===== src/rtl/toggle_pipe_pkg.sv =====
package toggle_pipe_pkg;
  // Strobes passed from a stage controller to its data register.
  typedef struct packed {
    logic load;   // capture the incoming word this cycle
  } stageStrobeT;
endpackage


===== src/rtl/toggle_stage_ctrl.sv =====
module toggle_stage_ctrl
  import toggle_pipe_pkg::*;
#(
  parameter int LAG = 2
) (
  input  logic        clk,
  input  logic        rstN,
  input  logic        reqIn,
  input  logic        ackNext,
  output logic        done,
  output logic        reqOut,
  output stageStrobeT strobe
);
  logic isOpen;
  logic isFresh;

  // The register is open once the next stage has consumed the word last offered.
  assign isOpen  = (done == ackNext);
  assign isFresh = (reqIn != done);
  assign strobe.load = isOpen && isFresh;

  always_ff @(posedge clk or negedge rstN) begin
    if (!rstN) done <= 1'b0;
    else if (strobe.load) done <= ~done;
  end

  generate
    if (LAG == 0) begin : gNoLag
      assign reqOut = done;
    end else begin : gLag
      localparam int CW = $clog2(LAG + 1);
      logic [CW-1:0] lagCnt;
      logic          outPhase;

      always_ff @(posedge clk or negedge rstN) begin
        if (!rstN) begin
          lagCnt   <= '0;
          outPhase <= 1'b0;
        end else if (strobe.load) begin
          lagCnt <= CW'(LAG);
        end else if (lagCnt != '0) begin
          lagCnt <= lagCnt - 1'b1;
          if (lagCnt == CW'(1)) outPhase <= done;
        end
      end
      assign reqOut = outPhase;
    end
  endgenerate
endmodule


===== src/rtl/toggle_stage_data.sv =====
module toggle_stage_data
  import toggle_pipe_pkg::*;
#(
  parameter int WIDTH = 8,
  parameter int STEP  = 1
) (
  input  logic             clk,
  input  logic             rstN,
  input  stageStrobeT      strobe,
  input  logic [WIDTH-1:0] dataIn,
  output logic [WIDTH-1:0] dataOut
);
  logic [WIDTH-1:0] nextWord;

  generate
    if (STEP == 0) begin : gPass
      assign nextWord = dataIn;
    end else begin : gAdd
      assign nextWord = dataIn + WIDTH'(STEP);
    end
  endgenerate

  always_ff @(posedge clk or negedge rstN) begin
    if (!rstN) dataOut <= '0;
    else if (strobe.load) dataOut <= nextWord;
  end
endmodule


===== src/rtl/toggle_pipe.sv =====
module toggle_pipe
  import toggle_pipe_pkg::*;
#(
  parameter int STAGES = 4,
  parameter int WIDTH  = 8,
  parameter int LAG    = 2,
  parameter int STEP   = 1
) (
  input  logic             clk,
  input  logic             rstN,
  input  logic             inReq,
  input  logic [WIDTH-1:0] inData,
  output logic             inAck,
  output logic             outReq,
  output logic [WIDTH-1:0] outData,
  input  logic             outAck
);
  logic             reqChain [STAGES+1];
  logic             ackChain [STAGES+1];
  logic [WIDTH-1:0] dataChain[STAGES+1];

  assign reqChain[0]       = inReq;
  assign dataChain[0]      = inData;
  assign ackChain[STAGES]  = outAck;
  assign inAck             = ackChain[0];
  assign outReq            = reqChain[STAGES];
  assign outData           = dataChain[STAGES];

  for (genvar i = 0; i < STAGES; i++) begin : gStage
    stageStrobeT strobe;

    toggle_stage_ctrl #(.LAG(LAG)) uCtrl (
      .clk    (clk),
      .rstN   (rstN),
      .reqIn  (reqChain[i]),
      .ackNext(ackChain[i+1]),
      .done   (ackChain[i]),
      .reqOut (reqChain[i+1]),
      .strobe (strobe)
    );

    toggle_stage_data #(.WIDTH(WIDTH), .STEP(STEP)) uData (
      .clk    (clk),
      .rstN   (rstN),
      .strobe (strobe),
      .dataIn (dataChain[i]),
      .dataOut(dataChain[i+1])
    );
  end
endmodule


===== config.mk =====
export PLATFORM = sky130hd
export DESIGN_NAME = toggle_pipe
export DESIGN_NICKNAME = d
export VERILOG_FILES = /design/src/rtl/toggle_pipe_pkg.sv /design/src/rtl/toggle_stage_ctrl.sv /design/src/rtl/toggle_stage_data.sv /design/src/rtl/toggle_pipe.sv
export SDC_FILE = /design/constraint.sdc
export NUM_CORES = 1
export LEC_CHECK = 0
export BUFFER_PORTS_ARGS = -buffer_cell sky130_fd_sc_hd__buf_2
export CORE_ASPECT_RATIO = 1.25
export CORE_MARGIN = 2
export CORE_UTILIZATION = 55
export DETAILED_ROUTE_END_ITERATION = 10
export PLACE_DENSITY = 0.74
export REMOVE_ABC_BUFFERS = 1
export SYNTH_ARGS = -nofsm -noshare
export SYNTH_HDL_FRONTEND = slang
export SYNTH_SLANG_ARGS = --single-unit
export TNS_END_PERCENT = 30

===== constraint.sdc =====
create_clock -name clk -period 3.26 [get_ports clk]
set_input_delay 0.326 -clock clk [delete_from_list [all_inputs] [get_ports clk]]
set_output_delay 0.326 -clock clk [all_outputs]
set_load 0.01 [all_outputs]

==> out/qor.txt, run 1 <==
H-tree Lvls - 2
Mapped Cells - 236
Cell variety after synth - 32
Final Max Tran Viols - 0
via count of the first global-routing pass - 1799
Final ANT Viol Nets - 0
Starting Density - 57.6%
initial antenna violation count - 0
FF+latch count, synth - 48
layout cells sized above 1 - 14.9%
relative slew slack - 31.6%
Routed WL per cell - 14.5 µm
largest net degree at the start of global routing - 49
Fin Hold WS - 200 ps
clock skew - 3.96 ps
worst min path class - in2async
DR pass1 iterations - 4
final setup violation count - 0
clock sink count - 48
grt total ovfl - 0
post-route cell area - 2750 µm²
Max-Cap Viols - 0
area grow syn2layout - 6.86%
nets - 273
Via density - 5.78
DRC errors left - 0
status - finished clean
GRT Total Usage - 19.4%
Crit path largest cell delay - 550 ps
global placement routability congestion - 0.758
WL met1 - 1890 µm
CTS tree - built
port bufs - 21
row count - 27
critical-path cell list - and3b_1 > nor4b_1 > mux2_2
Power Density - 1040 nW/µm²
metal2 WL - 2350 µm
Die X - 65.1 µm
Period minus WS final - 1830 ps
first-pass GRT wire length - 7870 µm
TNS Setup - 0 ps
Setup Buffers After CTS - 0
vias after detailed routing - 1773
n_diodes - 0
CP Launch Type - register
worst-margin pin slew - 1030 ps
worst vdd ir - 520 µV
Synthesis Warnings - 0
placed cell areas - 2650 µm²
sequential share of the synthesized area - 46.7%
Root Buffer - clkbuf_8
fin cells - 307
largest fanout on the critical path - 8
Die Span Y - 80.4 µm
critical path class - reg2reg
dpl hpwl - 3360 µm
Avg Cell Area, Syn - 10.9 µm²
Worst EP required - 3450 ps
P_leak - 0.00118 µW
Synth Cell Area - 2570 µm²
DR WL met3 - 148 µm
post_cts resized - 0
Core ar. - 4460 µm²
final-report hold violation count - 0
fmax - 548 MHz
DRT iter0 DRCs - 54
Die ar. - 5240 µm²
Placed Cells - 300
Final Cycle Share - 56.0%
top layer in use - met4
I/O pin count - 22
CP Capture Type - register
clk buf depth - 2
WP data arrival - 2010 ps
Worst-Skew Late Latency - 300 ps
CTS Hold Bufs - 0
total CTS buffers - 5
Clock transition at path regs - 80 ps
Worst path slowest cell - nor4b_1
RSZ-0062 raised after global routing - no
WL final - 4440 µm
## Yosys cell counts
master / instances / area share, %
mux2_4: 1 / 0.58
nand4b_1: 1 / 0.34
or3_1: 3 / 0.73
xor2_1: 4 / 1.4
xnor2_1: 12 / 4.1
a2bb2oi_1: 9 / 3.1
buf_4: 9 / 2.6
mux2_1: 12 / 5.3
inv_1: 8 / 1.2
nand3_1: 12 / 2.3
nor3b_2: 3 / 1.5
o22a_1: 1 / 0.34
nor3b_1: 1 / 0.29
nand2_1: 12 / 1.8
nor3_1: 11 / 2.1
o21ai_0: 16 / 3.1
clkbuf_1: 3 / 0.44
dfrtp_1: 48 / 47
or4b_4: 1 / 0.54
buf_6: 1 / 0.44
or2_1: 8 / 1.9
mux2i_1: 4 / 1.6
o32a_1: 8 / 3.1
a31oi_1: 3 / 0.73
nor4b_1: 3 / 1.0
and3b_1: 4 / 1.4
mux2_2: 3 / 1.3
ha_1: 12 / 5.8
nor2_1: 8 / 1.2
a21oi_1: 8 / 1.6
nand4_1: 4 / 0.97
buf_2: 3 / 0.58
## cells in the final DEF (no fill, tap or decap), types with 4 or more instances in the layout
| cell | Yosys | routed |
|---|---|---|
| inv_1 | 8 | 8 |
| ha_1 | 12 | 12 |
| nand4_1 | 4 | 4 |
| or2_1 | 8 | 8 |
| mux2_1 | 12 | 12 |
| a2bb2oi_1 | 9 | 9 |
| nor3_1 | 11 | 11 |
| nor2_1 | 8 | 8 |
| xnor2_1 | 12 | 12 |
| o32a_1 | 8 | 8 |
| xor2_1 | 4 | 4 |
| o21ai_0 | 16 | 16 |
| nand3_1 | 12 | 12 |
| a21oi_1 | 8 | 8 |
| nand2_1 | 12 | 12 |
| mux2i_1 | 4 | 4 |
| dfrtp_1 | 48 | 48 |
| buf_2 | 3 | 21 |
| clkbuf_8 | 0 | 7 |
| and3b_1 | 4 | 4 |
## sequential cells by signal (all words and copies together) (netlist names)
register	flops
gStage.uCtrl.reqOut	4
gStage.uCtrl.done	4
gStage.uData.dataOut	32
gStage.uCtrl.gLag.lagCnt	8
## layout make-up
cell class / count / area [µm²]
timing repair buffer: 22 / 113
sequential: 48 / 1200
inverter: 8 / 30.0
clock buffer: 7 / 96.3
fill: 398 / 1710
multi-input combinational: 164 / 1230
tap: 58 / 72.6
## cells by family after synthesis
logic type | share of synthesized area (%)
buffers and inverters | 5.26
xor gates and xnor gates | 5.45
and+or+nand+nor | 16.1
DFF | 46.7
muxes | 8.71
adders and majority gates | 5.84
AOI/OAI and AO/OA | 11.9
## per-layer routing
layer,global-route usage (%),vias up
met3,4.20,6
met1,22.0,860
met5,0,-
li1,-,876
met2,36.4,31
met4,5.00,0
## worst paths after layout
| path | slack (ps) | cells past startpoint | endpoint | from |
|---|---|---|---|---|
| max | 1430 | 3 | gStage[2].uCtrl.reqOut$_DFFE_PN0P_ | gStage[3].uCtrl.done$_DFFE_PN0P_ |
| min | 200 | 1 | gStage[3].uData.dataOut[5]$_DFFE_PN0P_ | rstN |
| max reg2reg | 1430 | 3 | gStage[2].uCtrl.reqOut$_DFFE_PN0P_ | gStage[3].uCtrl.done$_DFFE_PN0P_ |
| min reg2reg | 490 | 1 | gStage[3].uData.dataOut[3]$_DFFE_PN0P_ | gStage[3].uData.dataOut[3]$_DFFE_PN0P_ |
| max in group asynchronous | 2430 | 1 | gStage[2].uCtrl.done$_DFFE_PN0P_ | rstN |
| min in group clk | 240 | 2 | gStage[0].uData.dataOut[0]$_DFFE_PN0P_ | inData[0] |
## report_power, final
part	total [µW]	internal, µW	leakage [µW]	switching, µW
Combinational	1270	656	0.000586	616
Sequential	1210	904	0.000541	306
Clock	379	189	0.0000503	189
## worst max-delay path: cells and delay by family (launching register included)
family / cells / cell delay [ps]
simple gates: 2 / 850
flops: 1 / 470
mux: 1 / 390
## stage by stage
step	power, µW	worst slack, ps	utilization, %
2_1_floorplan	2150	1550	-
3_3_place_gp	2440	1430	59.4
3_5_place_dp	2510	1430	59.4
4_1_cts	2900	1420	61.6
5_1_grt	3140	1330	61.6
6_report	2860	1430	61.6
(Power assumes the default switching activity.)
==> run 2, diff against run 1 <==
==> constraint.sdc (replaced) <==
create_clock -name clk -period 1.7 [get_ports clk]
set_input_delay 0.17 -clock clk [delete_from_list [all_inputs] [get_ports clk]]
set_output_delay 0.17 -clock clk [all_outputs]
set_load 0.01 [all_outputs]
==> run 2 against run 1 <==
  * Worst setup slack got worse by 1400 ps
  * Highest routed layer unchanged
  * Hold slack got worse by 100 ps
  * Register-to-register slack got worse by 1400 ps
  * Critical path depth unchanged
  * Sequential power increased by 92%
  * Total power increased by 97%
  * Clock power increased by 79%
  * Non-clock buffer count increased by 14
  * Utilization increased by 2.9 points
  * Largest power group unchanged
  * Die area unchanged
==> out/qor.txt, run 2 (synthesis gave the netlist of run 1 again) <==
worst setup margin - 70.7 ps (was 1430 ps)
area grow syn2layout - 12.0% (was 6.86%)
CTS tree - built (unchanged)
fmax - 614 MHz (was 548 MHz)
first-pass GRT wire length - 7940 µm (was 7870 µm)
delay-heaviest family, CP - simple AND/OR/NAND/NOR gates (unchanged)
Clock transition at path regs - 80 ps (about the same)
H-tree Lvls - 2 (unchanged)
Final Cycle Share - 95.8% (was 56.0%)
Worst path slowest cell - or4b_4 (was nor4b_1)
commonest non-fill, non-tap cells in the layout - dfrtp_1, buf_2, o21ai_0, buf_4 (was dfrtp_1, buf_2, o21ai_0)
largest register by flop count - gStage.uData.dataOut (unchanged)
critical path class - reg2reg (unchanged)
clock sink count - 48 (unchanged)
CP startpoint - gStage[3].uCtrl.done$_DFFE_PN0P_ (unchanged)
dpl hpwl - 3400 µm (was 3360 µm)
status - finished clean (unchanged)
DR pass1 iterations - 4 (unchanged)
Worst EP required - 1890 ps (was 3450 ps)
Crit path largest cell delay - 520 ps (was 550 ps)
Via density - 5.65 (was 5.78)
Max-Cap Viols - 0 (unchanged)
relative slew slack - 55.3% (was 31.6%)
post-route cell area - 2880 µm² (was 2750 µm²)
Root Buffer - clkbuf_8 (unchanged)
commonest non-fill, non-tap cell in the layout - dfrtp_1 (unchanged)
CP endpoint - gStage[3].uCtrl.reqOut$_DFFE_PN0P_ (was gStage[2].uCtrl.reqOut$_DFFE_PN0P_)
Die X - 65.1 µm (unchanged)
clock skew - 7.48 ps (was 3.96 ps)
row count - 27 (unchanged)
Die Span Y - 80.4 µm (unchanged)
WL final - 4400 µm (was 4440 µm)
port bufs - 21 (unchanged)
r2r endpoint - gStage[3].uCtrl.reqOut$_DFFE_PN0P_ (was gStage[2].uCtrl.reqOut$_DFFE_PN0P_)
worst-margin pin slew - 670 ps (was 1030 ps)
global placement routability congestion - 0.746 (was 0.758)
via count of the first global-routing pass - 1865 (was 1799)
Period minus WS final - 1630 ps (was 1830 ps)
Setup Buffers After CTS - 0 (unchanged)
largest net degree at the start of global routing - 30 (was 49)
layout cells sized above 1 - 20.1% (was 14.9%)
Core ar. - 4460 µm² (unchanged)
Routed WL per cell - 13.7 µm (was 14.5 µm)
total CTS buffers - 5 (unchanged)
nets - 287 (was 273)
critical-path cell list - and3b_1 > or4b_4 > mux2_4 (was and3b_1 > nor4b_1 > mux2_2)
GRT Total Usage - 19.4% (about the same)
max reg flops - 32 (unchanged)
initial antenna violation count - 0 (unchanged)
worst vdd ir - 1130 µV (was 520 µV)
final-report hold violation count - 0 (unchanged)
reg2reg setup slack - 70 ps (was 1430 ps)
biggest regs - gStage.uData.dataOut: 32 flops, gStage.uCtrl.gLag.lagCnt: 8 flops (unchanged)
TNS Setup - 0 ps (unchanged)
I/O pin count - 22 (unchanged)
Final Max Tran Viols - 0 (unchanged)
Crit path buffers/inverters - 0 (unchanged)
grt total ovfl - 0 (unchanged)
P_leak - 0.00126 µW (was 0.00118 µW)
WP data arrival - 1820 ps (was 2010 ps)
CP Launch Type - register (unchanged)
Final Core Density - 64.5% (was 61.6%)
clk buf depth - 2 (unchanged)
RSZ-0062 raised after global routing - yes (was no)
fin cells - 322 (was 307)
DRT iter0 DRCs - 71 (was 54)
DRC errors left - 0 (unchanged)
Worst-Skew Late Latency - 290 ps (was 300 ps)
CP Capture Type - register (unchanged)
post-placement setup slack - 54.1 ps (was 1430 ps)
n_diodes - 0 (unchanged)
CP Depth - 3 (unchanged)
reg2reg start - gStage[3].uCtrl.done$_DFFE_PN0P_ (unchanged)
largest fanout on the critical path - 8 (unchanged)
final setup violation count - 0 (unchanged)
Final ANT Viol Nets - 0 (unchanged)
Die ar. - 5240 µm² (unchanged)
Power Density - 1960 nW/µm² (was 1040 nW/µm²)
vias after detailed routing - 1820 (was 1773)
placed cell areas - 2760 µm² (was 2650 µm²)
worst min path class - in2reg (was in2async)
Placed Cells - 313 (was 300)
Starting Density - 57.6% (unchanged)
Reg2Reg Depth - 3 (unchanged)
run 2: metrics by stage:
step	total power, µW	hold slack (ps)
after detailed placement	4960	237
after global routing	6170	105
after global placement	4850	237
final	5640	97.7
after CTS	5670	93.1
after floorplan	4120	-126
run 2: worst min-delay path by stage:
stage	slack, ps	from	end	cells past startpoint
2_1_floorplan	-130	rstN	gStage[0].uCtrl.done$_DFFE_PN0P_	0
5_1_grt	100	inData[0]	gStage[0].uData.dataOut[0]$_DFFE_PN0P_	2
3_5_place_dp	240	rstN	gStage[3].uData.dataOut[3]$_DFFE_PN0P_	1
6_report	100	inData[0]	gStage[0].uData.dataOut[0]$_DFFE_PN0P_	2
4_1_cts	90	outAck	gStage[3].uCtrl.done$_DFFE_PN0P_	2
3_3_place_gp	240	rstN	gStage[3].uData.dataOut[3]$_DFFE_PN0P_	1
run 2: timing repair:
action                                 CTS  global route
hold buffers                             1             0
endpoints found under the hold margin   27             0
setup endpoints to repair                0             5
resized for setup                        0             3
run 2: cell type report:
class	instances	area [µm²]
clock buffer	6	82.6
clock inverter	2	10.0
fill	394	1580
inverter	8	30.0
multi-input combinational	164	1250
sequential	48	1200
tap	58	72.6
timing repair buffer	36	233
run 2: where the power goes:
part	internal (µW)	switching, µW	leakage, µW
clock	325	354	0.0000510
combinational	1420	1220	0.000668
sequential	1730	582	0.000541
run 2: routing by layer:
metal | global-route usage, % | vias to the layer above | part of all wire [%]
met5 | 0 | - | 0
met4 | 5.00 | 0 | 1.2
met3 | 3.78 | 5 | 3.1
met2 | 37.5 | 37 | 55
met1 | 21.3 | 879 | 40
li1 | - | 899 | -
==> run 3, diff against run 2 <==
--- a/config.mk
+++ b/config.mk
@@ -5,12 +5,14 @@
 export SDC_FILE = /design/constraint.sdc
 export NUM_CORES = 1
 export LEC_CHECK = 0
+export ABC_AREA = 1
 export BUFFER_PORTS_ARGS = -buffer_cell sky130_fd_sc_hd__buf_2
 export CORE_ASPECT_RATIO = 1.25
 export CORE_MARGIN = 2
 export CORE_UTILIZATION = 55
 export DETAILED_ROUTE_END_ITERATION = 10
 export PLACE_DENSITY = 0.74
+export RECOVER_POWER = 25
 export REMOVE_ABC_BUFFERS = 1
 export SYNTH_ARGS = -nofsm -noshare
 export SYNTH_HDL_FRONTEND = slang
==> run 3 against run 2 <==
  * Non-clock buffer count down 13
  * Critical path depth unchanged
  * Clock skew down 4.3 ps
  * Critical path type is now in2async
  * Final cell count up 34%
==> out/qor.txt, run 3 <==
status - finished clean (unchanged)
FF+latch count, synth - 48 (unchanged)
worst vdd ir - 744 µV (was 1130 µV)
commonest non-fill, non-tap cell in the layout - nand2_1 (was dfrtp_1)
DRT iter0 DRCs - 74 (was 71)
Setup Buffers After CTS - 0 (unchanged)
Routed WL per cell - 9.65 µm (was 13.7 µm)
Worst path slowest cell - clkbuf_1 (was or4b_4)
Crit path largest cell delay - 790 ps (was 520 ps)
grt total ovfl - 0 (unchanged)
CTS tree - built (unchanged)
Most used DFF post-synth - dfrtp_1 (unchanged)
first-pass GRT wire length - 7730 µm (was 7940 µm)
DRC errors left - 0 (unchanged)
relative slew slack - 29.1% (was 55.3%)
Synth Cell Area - 2700 µm² (was 2570 µm²)
post-placement setup slack - 464 ps (was 54.1 ps)
Crit path buffers/inverters - 3 (was 0)
sequential share of the synthesized area - 44.5% (was 46.7%)
Sequential Power Share - 41.8% (was 41.1%)
Final Cycle Share - 75.5% (was 95.8%)
CP Launch Type - input pin (was register)
Max-Cap Viols - 0 (unchanged)
switching power - 2190 µW (was 2160 µW)
initial antenna violation count - 0 (unchanged)
n_diodes - 0 (unchanged)
worst min path class - in2reg (unchanged)
Power Density - 1760 nW/µm² (was 1960 nW/µm²)
ys async rst share - 100% (unchanged)
max reg flops - 32 (unchanged)
clock power share - 13.2% (was 12.0%)
via count of the first global-routing pass - 1984 (was 1865)
Die ar. - 5480 µm² (was 5240 µm²)
largest net degree at the start of global routing - 31 (was 30)
Mapped Cells - 351 (was 236)
critical-path cell list - dlygate4sd3_1 > clkbuf_1 > buf_12 (was and3b_1 > or4b_4 > mux2_4)
clock skew - 3.21 ps (was 7.48 ps)
WL final - 4150 µm (was 4400 µm)
Clock transition at path regs - 80 ps (about the same)
vias after detailed routing - 2064 (was 1820)
CP Capture Type - async pin (was register)
clk buf depth - 2 (unchanged)
Net Sw Frac - 43.0% (was 38.3%)
final setup violation count - 0 (unchanged)
Final Max Tran Viols - 0 (unchanged)
P_int - 2910 µW (was 3480 µW)
nets - 393 (was 287)
fill count - 442 (was 394)
H-tree Lvls - 2 (unchanged)
Synthesis Warnings - 0 (unchanged)
Starting Density - 57.0% (was 57.6%)
clock sink count - 48 (unchanged)
Final ANT Viol Nets - 0 (unchanged)
final-report hold violation count - 0 (unchanged)
Period minus WS final - 1280 ps (was 1630 ps)
Worst EP required - 2190 ps (was 1890 ps)
Worst-Skew Late Latency - 290 ps (about the same)
Cell variety after synth - 19 (was 32)
row count - 28 (was 27)
top cell type by total area after synthesis - dfrtp_1 (unchanged)
WP data arrival - 1780 ps (was 1820 ps)
fmax - 779 MHz (was 614 MHz)
Core ar. - 4730 µm² (was 4460 µm²)
I/O pin count - 22 (unchanged)
worst setup margin - 416 ps (was 70.7 ps)
Tot Pwr - 5100 µW (was 5640 µW)
register area - 1200 µm² (unchanged)
port bufs - 21 (unchanged)
total CTS buffers - 5 (unchanged)
Area contributors post-synth - dfrtp_1, nand2_1, nand3_1 (was dfrtp_1, ha_1, mux2_1)
commonest non-fill, non-tap cells in the layout - nand2_1, dfrtp_1, inv_1, nand3_1, buf_2 (was dfrtp_1, buf_2, o21ai_0, buf_4)
share of the synthesized area in the top cell type - 44.5% (was 46.7%)
multi-input logic area - 1230 µm² (was 1250 µm²)
top post-synthesis cells by count - nand2_1, dfrtp_1, inv_1 (was dfrtp_1, o21ai_0)
placed cell areas - 2790 µm² (was 2760 µm²)
critical path class - in2async (was reg2reg)
post-route cell area - 2890 µm² (was 2880 µm²)
Die Span Y - 82.3 µm (was 80.4 µm)
area grow syn2layout - 7.19% (was 12.0%)
EDFF count, synth - 0 (unchanged)
TNS Setup - 0 ps (unchanged)
DR pass1 iterations - 4 (unchanged)
GRT Total Usage - 17.8% (was 19.4%)
delay-heaviest family, CP - buffers and inverters (was simple AND/OR/NAND/NOR gates)
logic gate share of total power - 45.0% (was 46.9%)
P_leak - 0.00156 µW (was 0.00126 µW)
largest fanout on the critical path - 30 (was 8)
RSZ-0062 raised after global routing - no (was yes)
global placement routability congestion - 0.741 (was 0.746)
layout cells sized above 1 - 9.73% (was 20.1%)
dpl hpwl - 3160 µm (was 3400 µm)
Via density - 4.80 (was 5.65)
largest register by flop count - gStage.uData.dataOut (unchanged)
Avg Cell Area, Syn - 7.69 µm² (was 10.9 µm²)
most frequent cell after synthesis - nand2_1 (was dfrtp_1)
worst-margin pin slew - 1060 ps (was 670 ps)
Root Buffer - clkbuf_8 (unchanged)
biggest regs - gStage.uData.dataOut: 32 flops, gStage.uCtrl.gLag.lagCnt: 8 flops (unchanged)
Die X - 66.6 µm (was 65.1 µm)
-- run 3: changes by cell type after synthesis, sizes merged, moves of 9 or more --
cell     previous run  this run
a2bb2oi             9         0
inv                 8        43
mux2               16         0
nand2              12       144
nand3              12        41
nor3               11         0
-- run 3: path summary, 6_finish.rpt --
check                                                             from                                          to  slack, ps  cells past startpoint
worst max-delay path                                              rstN      gStage[0].uData.dataOut[6]$_DFFE_PN0P_        420                      3
worst min register to register  gStage[3].uData.dataOut[6]$_DFFE_PN0P_      gStage[3].uData.dataOut[6]$_DFFE_PN0P_        470                      2
max in group clk                      gStage[3].uCtrl.done$_DFFE_PN0P_      gStage[3].uData.dataOut[7]$_DFFE_PN0P_        450                      6
min in group asynchronous                                         rstN  gStage[3].uCtrl.gLag.lagCnt[0]$_DFFE_PN0P_        590                      2
worst min-delay path                                         inData[0]      gStage[0].uData.dataOut[0]$_DFFE_PN0P_        100                      2
worst max register to register        gStage[3].uCtrl.done$_DFFE_PN0P_      gStage[3].uData.dataOut[7]$_DFFE_PN0P_        450                      6
-- run 3: cells by family after synthesis --
group                    count (synthesis)  synth area share, %
AO/OA/AOI/OAI                           29                 6.59
XOR/XNOR                                 6                 1.95
adder cells (fa/ha/maj)                 12                 5.57
buffers and inverters                   55                 9.88
flip-flops                              48                 44.5
AND/OR/NAND/NOR                        201                 31.5
-- run 3: layer usage --
layer,wire [µm],vias up,GRT usage [%]
met5,0,-,0
met4,49,0,5.51
met3,104,4,2.85
met2,2210,28,37.3
met1,1780,900,17.2
li1,-,1132,-
-- run 3: final cells by class --
class	count	share of cell area (%)
inverters	43	5.58
well taps	60	2.60
repair buffers	23	4.63
clock buffers	8	3.12
multi-input cells	248	42.5
flip-flops and latches	48	41.5
-- run 3: what timing repair did --
action / CTS / global route
resized for setup: 0 / 0
hold buffers: 1 / 0
hold endpoints to repair: 18 / 0
-- run 3: power by group through the flow --
stage / Combinational, µW / Sequential [µW] / Clock [µW]
after floorplan: 1780 / 2130 / 0
after global placement: 2240 / 2140 / 0
after detailed placement: 2320 / 2160 / 0
after CTS: 2340 / 2140 / 694
after global routing: 2700 / 2230 / 750
final: 2300 / 2130 / 671
-- run 3: metrics by stage --
| step | cells | utilization [%] | hold WS, ps |
|---|---|---|---|
| 2_1_floorplan | 339 | - | -126 |
| 3_3_place_gp | 421 | 59.0 | 140 |
| 3_5_place_dp | 421 | 59.0 | 138 |
| 4_1_cts | 430 | 61.2 | 89.3 |
| 5_1_grt | 430 | 61.1 | 97.7 |
| 6_report | 430 | 61.1 | 95.9 |
